`src/rtl/dic_pkg.sv`:
```
package dic_pkg;
  localparam int unsigned AW = 4;

  typedef enum logic [AW-1:0] {
    RA_SRC_MASK = 4'd0,
    RA_TRIG     = 4'd1,
    RA_POL      = 4'd2,
    RA_ROUTE    = 4'd3,
    RA_FMASK    = 4'd4,
    RA_IMASK    = 4'd5,
    RA_CLEAR    = 4'd6,
    RA_TEST     = 4'd7,
    RA_FSTAT    = 4'd8,
    RA_ISTAT    = 4'd9,
    RA_SWI      = 4'd10
  } reg_addr_e;
endpackage

```
`src/rtl/dic_sync.sv`:
```
module dic_sync #(
  parameter int unsigned W      = 25,
  parameter int unsigned STAGES = 2
) (
  input  logic         clk_i,
  input  logic         rst_ni,
  input  logic [W-1:0] d_i,
  output logic [W-1:0] q_o
);
  logic [W-1:0] stg_q [STAGES];

  always_ff @(posedge clk_i or negedge rst_ni) begin
    if (!rst_ni) begin
      for (int s = 0; s < STAGES; s++) stg_q[s] <= '0;
    end else begin
      stg_q[0] <= d_i;
      for (int s = 1; s < STAGES; s++) stg_q[s] <= stg_q[s-1];
    end
  end

  assign q_o = stg_q[STAGES-1];
endmodule

```
`src/rtl/dic_regs.sv`:
```
module dic_regs
  import dic_pkg::*;
#(
  parameter  int unsigned N_SRC = 26,
  localparam int unsigned DW    = N_SRC + 1
) (
  input  logic             clk_i,
  input  logic             rst_ni,
  input  logic             we_i,
  input  logic [AW-1:0]    addr_i,
  input  logic [DW-1:0]    wdata_i,
  output logic [DW-1:0]    rdata_o,
  input  logic [N_SRC-1:0] fstat_i,
  input  logic [N_SRC-1:0] istat_i,
  output logic [N_SRC-1:0] src_mask_o,
  output logic [N_SRC-1:0] trig_o,
  output logic [N_SRC-1:0] pol_o,
  output logic [N_SRC-1:0] route_o,
  output logic [N_SRC-1:0] fmask_o,
  output logic [N_SRC-1:0] imask_o,
  output logic [N_SRC-1:0] clr_o,
  output logic             test_en_o,
  output logic [N_SRC-1:0] test_val_o,
  output logic             swi_o
);
  localparam int unsigned NH = N_SRC - 1;  // hardware-configurable mode/polarity bits

  logic [N_SRC-1:0] src_mask_q, route_q, fmask_q, imask_q, test_val_q;
  logic [NH-1:0]    trig_q, pol_q;
  logic             test_en_q, swi_q;

  always_ff @(posedge clk_i or negedge rst_ni) begin
    if (!rst_ni) begin
      src_mask_q <= '1;
      trig_q     <= '0;
      pol_q      <= '0;
      route_q    <= '0;
      fmask_q    <= '1;
      imask_q    <= '1;
      test_en_q  <= 1'b0;
      test_val_q <= '0;
      swi_q      <= 1'b0;
    end else if (we_i) begin
      case (addr_i)
        RA_SRC_MASK: src_mask_q <= wdata_i[N_SRC-1:0];
        RA_TRIG:     trig_q     <= wdata_i[NH-1:0];
        RA_POL:      pol_q      <= wdata_i[NH-1:0];
        RA_ROUTE:    route_q    <= wdata_i[N_SRC-1:0];
        RA_FMASK:    fmask_q    <= wdata_i[N_SRC-1:0];
        RA_IMASK:    imask_q    <= wdata_i[N_SRC-1:0];
        RA_TEST:     {test_en_q, test_val_q} <= wdata_i;
        RA_SWI:      swi_q      <= wdata_i[0];
        default: ;
      endcase
    end
  end

  // software source: level, active high, fixed
  assign trig_o     = {1'b0, trig_q};
  assign pol_o      = {1'b1, pol_q};
  assign src_mask_o = src_mask_q;
  assign route_o    = route_q;
  assign fmask_o    = fmask_q;
  assign imask_o    = imask_q;
  assign test_en_o  = test_en_q;
  assign test_val_o = test_val_q;
  assign swi_o      = swi_q;
  assign clr_o      = (we_i && addr_i == RA_CLEAR) ? wdata_i[N_SRC-1:0] : '0;

  always_comb begin
    rdata_o = '0;
    case (addr_i)
      RA_SRC_MASK: rdata_o = {1'b0, src_mask_q};
      RA_TRIG:     rdata_o = {1'b0, trig_o};
      RA_POL:      rdata_o = {1'b0, pol_o};
      RA_ROUTE:    rdata_o = {1'b0, route_q};
      RA_FMASK:    rdata_o = {1'b0, fmask_q};
      RA_IMASK:    rdata_o = {1'b0, imask_q};
      RA_TEST:     rdata_o = {test_en_q, test_val_q};
      RA_FSTAT:    rdata_o = {1'b0, fstat_i};
      RA_ISTAT:    rdata_o = {1'b0, istat_i};
      RA_SWI:      rdata_o = {{(DW-1){1'b0}}, swi_q};
      default:     rdata_o = '0;
    endcase
  end
endmodule

```
`src/rtl/dic_cond.sv`:
```
module dic_cond #(
  parameter int unsigned N_SRC = 26
) (
  input  logic             clk_i,
  input  logic             rst_ni,
  input  logic [N_SRC-1:0] raw_i,
  input  logic [N_SRC-1:0] trig_i,
  input  logic [N_SRC-1:0] pol_i,
  input  logic [N_SRC-1:0] mask_i,
  input  logic [N_SRC-1:0] clr_i,
  output logic [N_SRC-1:0] stat_o
);
  logic [N_SRC-1:0] prev_q, stat_q, stat_d;

  for (genvar g = 0; g < N_SRC; g++) begin : g_src
    logic act, hit;
    assign act = (raw_i[g] == pol_i[g]);
    assign hit = pol_i[g] ? (raw_i[g] & ~prev_q[g]) : (~raw_i[g] & prev_q[g]);
    // edge: set has priority over clear
    assign stat_d[g] = trig_i[g] ? ((hit & ~mask_i[g]) | (stat_q[g] & ~clr_i[g]))
                                 : (act & ~mask_i[g]);
  end

  always_ff @(posedge clk_i or negedge rst_ni) begin
    if (!rst_ni) begin
      prev_q <= '0;
      stat_q <= '0;
    end else begin
      prev_q <= raw_i;
      stat_q <= stat_d;
    end
  end

  assign stat_o = stat_q;
endmodule

```
`src/rtl/dic_top.sv`:
```
module dic_top
  import dic_pkg::*;
#(
  parameter  int unsigned N_SRC       = 26,
  parameter  int unsigned SYNC_STAGES = 2,
  localparam int unsigned N_EXT       = N_SRC - 1,
  localparam int unsigned DW          = N_SRC + 1
) (
  input  logic             clk_i,
  input  logic             rst_ni,
  input  logic [N_EXT-1:0] src_i,
  input  logic             reg_we_i,
  input  logic [AW-1:0]    reg_addr_i,
  input  logic [DW-1:0]    reg_wdata_i,
  output logic [DW-1:0]    reg_rdata_o,
  output logic             n_fiq_o,
  output logic             n_irq_o
);
  logic [N_EXT-1:0] src_sync;
  logic [N_SRC-1:0] src_mask, trig, pol, route, fiq_mask, irq_mask, clr;
  logic [N_SRC-1:0] test_val, raw, stat, fiq_stat, irq_stat;
  logic             test_en, swi;
  logic             n_fiq_q, n_irq_q;

  dic_sync #(.W(N_EXT), .STAGES(SYNC_STAGES)) u_sync (
    .clk_i (clk_i),
    .rst_ni(rst_ni),
    .d_i   (src_i),
    .q_o   (src_sync)
  );

  dic_regs #(.N_SRC(N_SRC)) u_regs (
    .clk_i     (clk_i),
    .rst_ni    (rst_ni),
    .we_i      (reg_we_i),
    .addr_i    (reg_addr_i),
    .wdata_i   (reg_wdata_i),
    .rdata_o   (reg_rdata_o),
    .fstat_i   (fiq_stat),
    .istat_i   (irq_stat),
    .src_mask_o(src_mask),
    .trig_o    (trig),
    .pol_o     (pol),
    .route_o   (route),
    .fmask_o   (fiq_mask),
    .imask_o   (irq_mask),
    .clr_o     (clr),
    .test_en_o (test_en),
    .test_val_o(test_val),
    .swi_o     (swi)
  );

  assign raw = test_en ? test_val : {swi, src_sync};

  dic_cond #(.N_SRC(N_SRC)) u_cond (
    .clk_i (clk_i),
    .rst_ni(rst_ni),
    .raw_i (raw),
    .trig_i(trig),
    .pol_i (pol),
    .mask_i(src_mask),
    .clr_i (clr),
    .stat_o(stat)
  );

  assign fiq_stat = stat & route;
  assign irq_stat = stat & ~route;

  always_ff @(posedge clk_i or negedge rst_ni) begin
    if (!rst_ni) begin
      n_fiq_q <= 1'b1;
      n_irq_q <= 1'b1;
    end else begin
      n_fiq_q <= ~|(fiq_stat & ~fiq_mask);
      n_irq_q <= ~|(irq_stat & ~irq_mask);
    end
  end

  assign n_fiq_o = n_fiq_q;
  assign n_irq_o = n_irq_q;
endmodule

```
`config.mk`:
```
export PLATFORM = sky130hd
export DESIGN_NAME = dic_top
export DESIGN_NICKNAME = d
export VERILOG_FILES = /design/src/rtl/dic_pkg.sv /design/src/rtl/dic_sync.sv /design/src/rtl/dic_regs.sv /design/src/rtl/dic_cond.sv /design/src/rtl/dic_top.sv
export SDC_FILE = /design/constraint.sdc
export NUM_CORES = 1
export LEC_CHECK = 0
export ABC_AREA = 1
export BUFFER_PORTS_ARGS = -buffer_cell sky130_fd_sc_hd__buf_2
export CAP_MARGIN = 20
export CORE_MARGIN = 4
export CORE_UTILIZATION = 60
export CTS_CLUSTER_DIAMETER = 120
export CTS_CLUSTER_SIZE = 40
export DETAILED_ROUTE_END_ITERATION = 8
export PLACE_DENSITY = 0.79
export SLEW_MARGIN = 20
export SYNTH_ARGS = -nofsm -noshare
export SYNTH_HDL_FRONTEND = slang
export SYNTH_SLANG_ARGS = --single-unit
```
`constraint.sdc`:
```
create_clock -name clk_i -period 3 [get_ports clk_i]
set_input_delay 0.6 -clock clk_i [delete_from_list [all_inputs] [get_ports clk_i]]
set_output_delay 0.6 -clock clk_i [all_outputs]
set_load 0.02 [all_outputs]
```
==> impl_summary.md <==
Power and ir drop
Summed over all nets, the switching power comes to 3.41 mW. The peak supply drop is about 0.5 mV. The total power is between 9 and 10 mW.

In this run the power density over the cells is approximately 670 nW/um^2. The switching power share of the total is 35.0%. The internal power summed over all cells is 6.35 mW. Summed over all cells, the static leakage comes to 7.13 nW. The part of the power in combinational logic is 24.3%. Sequential cells account for a little under three fifths of the total power. The clock network accounts for 19.8% of the total power.

STA
The shortest clock period the worst path allows after layout is 2.66 ns. The peak clock frequency supported by timing is 0.376 GHz. The final count of pins violating max slew is 0. The number of hold-slack violations in the final timing report was 0. For the pin with the worst max-slew slack, the measured transition is 0.627 ns. After layout, the worst path uses 88.7% of the clock period.

Adding up every negative setup slack in the final design gives 0 ns. The worst clock skew on the final layout is 0.0442 ns. The relative slew slack is 58.2%. The total of endpoints with negative setup slack in the final report is 0. Setup repair after global routing left no endpoint under its margin. In the post-route analysis, the smallest setup slack over all paths is 0.339 ns.

Critical path
In this run the critical register-to-register path is captured at u_cond.stat_o[10]. At the worst endpoint, the required time is 2.40 ns. The cell count of the worst reg-to-reg path is 6. STA classifies the critical path startpoint as an input pin. The endpoint type of the worst setup path is a primary output. The flop-to-flop setup slack is 1.22 ns.

The type of the worst setup path is input pin to primary output. The source of the worst register-to-register timing path is u_regs.test_en_o. The arrival time of the worst setup path is between 2 and 2.5 ns. The biggest fanout along the worst timing path is 14.

Cells and area
The area growth from synthesis to layout is 9.15%. The library cell used most frequently in the layout, excluding fill and tap cells, is sky130_fd_sc_hd__nand2_1. Summing all multi-input logic gate instances after layout gives 5130 um^2. The final instance count without filler cells is 2,054. The top cell types in the final layout, fill and taps aside, are sky130_fd_sc_hd__nand2_1, sky130_fd_sc_hd__o21ai_0, sky130_fd_sc_hd__dfrtp_1.

Summing all non-filler instances in the final layout gives an area of 14,700 um^2. The share of post-route cells with drive strength above 1 is 13.7%. The layout has 1,839 filler cells. The combined flip-flop and latch cell area is roughly 7200 um^2. For this run, the post-layout net count is 1,827.

Place
After detailed placement, the design holds a cell count of 2,035. The post-detailed-placement cell area is roughly 14,000 um^2. The number of buffer cells added on primary ports is 87. Detailed placement ended at an HPWL of 25,700 um. The congestion estimate from routability-driven global placement came to approximately 0.93.

The worst slack at placement is approximately 0.40 ns.

Routing
The pre-antenna-repair detailed-routing pass consisted of 5 iterations. Once detail routing completed, the nets flagged for antenna violations numbered 0. The detail-routed via count per cell is about 5.7. The iteration-0 DRC count of the detailed router is ~1,200. Dividing the detail-routed wire length by the instance count gives about 18 um. The overall via count from detail_route is 11,700. The residual DRC count is 0. The total detailed-routing wirelength is 37,600 um.

Global route
The first global-routing pass estimated 59,700 um of wire. The met2 capacity usage during global routing is 47.9%. The met3 track demand over resource is between 4 and 5%. The global route total overflow is 0. The global-route layer with the greatest usage is met2. The met1 capacity usage during global routing is 42.8%.

The total global routing track utilization is 30.5%. The maximum number of pins on one net before global-route repair is 62. The number of antenna violations at the first check in global routing was 2. The via count of the first global-routing pass is about 11,000.

Yosys
Averaged over all synthesized cells, the footprint is approximately 7.9 um^2. The count of different cell masters after synthesis is 27. After technology mapping, the gate count stands at 1,692.

The synthesized netlist net count is between 1,500 and 2,000. The register area share after synthesis is a little over half. The total number of yosys warnings is 0. The number of register bits inferred by synthesis is approximately 290.

Summing every instance area after synthesis gives ~13,000 um^2.

Clock tree
The number of hold-repair buffers added at the cts stage is 0. CTS saw between 200 and 300 sinks. After clock tree synthesis, the clock-pin slew on the worst setup and hold paths is 0.14 ns.

The clock tree root driver cell is sky130_fd_sc_hd__clkbuf_16. In this run the deepest clock path goes through 3 buffers. The number of clock buffers added by TritonCTS is 11. The maximum level of the CTS H-tree is 1. Post-CTS repair changed the size of 0 cells. The clock reaches the later pin of the worst-skew pair after 0.51 ns. The clock tree from TritonCTS is built.

The number of buffers inserted to repair setup after CTS is 0.

Floorplan
The initial utilization of the core area, before any placement, comes to 61.2%. 88 I/O pins were placed. Row generation in the floorplan step produced 54 rows. The horizontal die dimension is 158 um.

The die covers 24,900 um^2. The floorplan core area is 22,000 um^2. The height of the die is around 160 um.

Run status
The flow ran to the end, and the final reports show no timing, DRC or antenna violations.

Run
Across the run, the number of max-cap violations was 0.

Min path
The kind of path behind the tightest hold check is input pin to asynchronous set/reset pin.
## metal layers
layer | vias to the layer above | wire length [um] | part of all wire [%]
met5 | - | 13 | 0.035
met4 | 2 | 1570 | 4.2
met2 | 536 | 17300 | 46
li1 | 5533 | - | -
met1 | 5517 | 15600 | 41
met3 | 116 | 3140 | 8.3
## sequential cells by signal, indices dropped and copies added (netlist names), 26 cells and up
name,count
u_regs.route_o,26
u_regs.fmask_o,26
u_regs.src_mask_o,26
u_regs.test_val_o,26
u_regs.imask_o,26
u_cond.stat_o,26
## critical path, stage by stage
cell and delay (ns):
sky130_fd_sc_hd__buf_2 0.12, sky130_fd_sc_hd__inv_1 0.11, sky130_fd_sc_hd__nand2_2 0.14, sky130_fd_sc_hd__inv_2 0.12, sky130_fd_sc_hd__nand2_2 0.27, sky130_fd_sc_hd__o21ai_0 0.28
sky130_fd_sc_hd__nor2_1 0.08, sky130_fd_sc_hd__nand3b_1 0.15, sky130_fd_sc_hd__buf_2 0.20
## per-stage QoR
stage	hold WS (ns)	util [%]
2_1_floorplan	0.304	-
3_3_place_gp	0.331	65.3
3_5_place_dp	0.335	65.3
4_1_cts	0.0269	66.8
5_1_grt	0.0329	66.8
6_report	0.0185	66.9
## power groups by stage
stage          clock network, mW  registers, mW  logic (mW)
6_report                    1.93           5.46        2.37
4_1_cts                     1.96           5.43        2.36
3_3_place_gp                   0           5.46        2.25
3_5_place_dp                   0           5.49        2.35
2_1_floorplan                  0           5.33        1.64
5_1_grt                     2.11           5.56        2.71
## cell usage after synthesis
cell type	count	area, um^2
sky130_fd_sc_hd__a211oi_1	1	7.51
sky130_fd_sc_hd__a21oi_1	14	70.1
sky130_fd_sc_hd__and2_1	10	62.6
sky130_fd_sc_hd__buf_2	31	155
sky130_fd_sc_hd__buf_4	10	75.1
sky130_fd_sc_hd__buf_6	3	33.8
sky130_fd_sc_hd__clkbuf_1	16	60.1
sky130_fd_sc_hd__dfrtp_1	205	5130
sky130_fd_sc_hd__dfstp_2	80	2100
sky130_fd_sc_hd__inv_1	204	766
sky130_fd_sc_hd__inv_2	4	15.0
sky130_fd_sc_hd__nand2_1	517	1940
sky130_fd_sc_hd__nand2_2	8	50.1
sky130_fd_sc_hd__nand2_4	1	11.3
sky130_fd_sc_hd__nand3_1	120	601
sky130_fd_sc_hd__nand3_2	1	10.0
sky130_fd_sc_hd__nand3b_1	24	180
sky130_fd_sc_hd__nand4_1	3	18.8
sky130_fd_sc_hd__nor2_1	115	432
sky130_fd_sc_hd__nor2_2	5	31.3
sky130_fd_sc_hd__nor2_4	4	45.0
sky130_fd_sc_hd__nor2_8	1	20.0
sky130_fd_sc_hd__nor3_1	3	15.0
sky130_fd_sc_hd__o211ai_1	10	75.1
sky130_fd_sc_hd__o21ai_0	223	1120
sky130_fd_sc_hd__o21ai_1	54	270
sky130_fd_sc_hd__o22ai_1	25	156
## worst max-delay path by stage
stage	to	depth (start not counted)	slack, ns	startpoint
global placement	reg_rdata_o[7]	10	0.45	reg_addr_i[1]
global route	reg_rdata_o[9]	9	0.26	reg_addr_i[1]
CTS	reg_rdata_o[18]	10	0.38	reg_addr_i[1]
detailed placement	reg_rdata_o[5]	9	0.40	reg_addr_i[2]
finish	reg_rdata_o[7]	9	0.34	reg_addr_i[1]
floorplan	reg_rdata_o[5]	8	0.92	reg_addr_i[1]
## cell type report
type	instances	share of cell area, %
clock inverter	2	0.281
sequential	285	49.3
tap	280	2.39
timing repair buffer	123	5.81
multi-input combinational	1139	34.9
inverter	208	5.32
antenna	2	0.0341
clock buffer	15	1.98
## logic make-up after synthesis
logic type	after synthesis	share of synthesized area, %
AND/OR/NAND/NOR	812	25.4
AO/OA/AOI/OAI	327	12.6
flip-flops	285	53.8
buffers and inverters	268	8.21
Power figures use the tool's default switching activity.
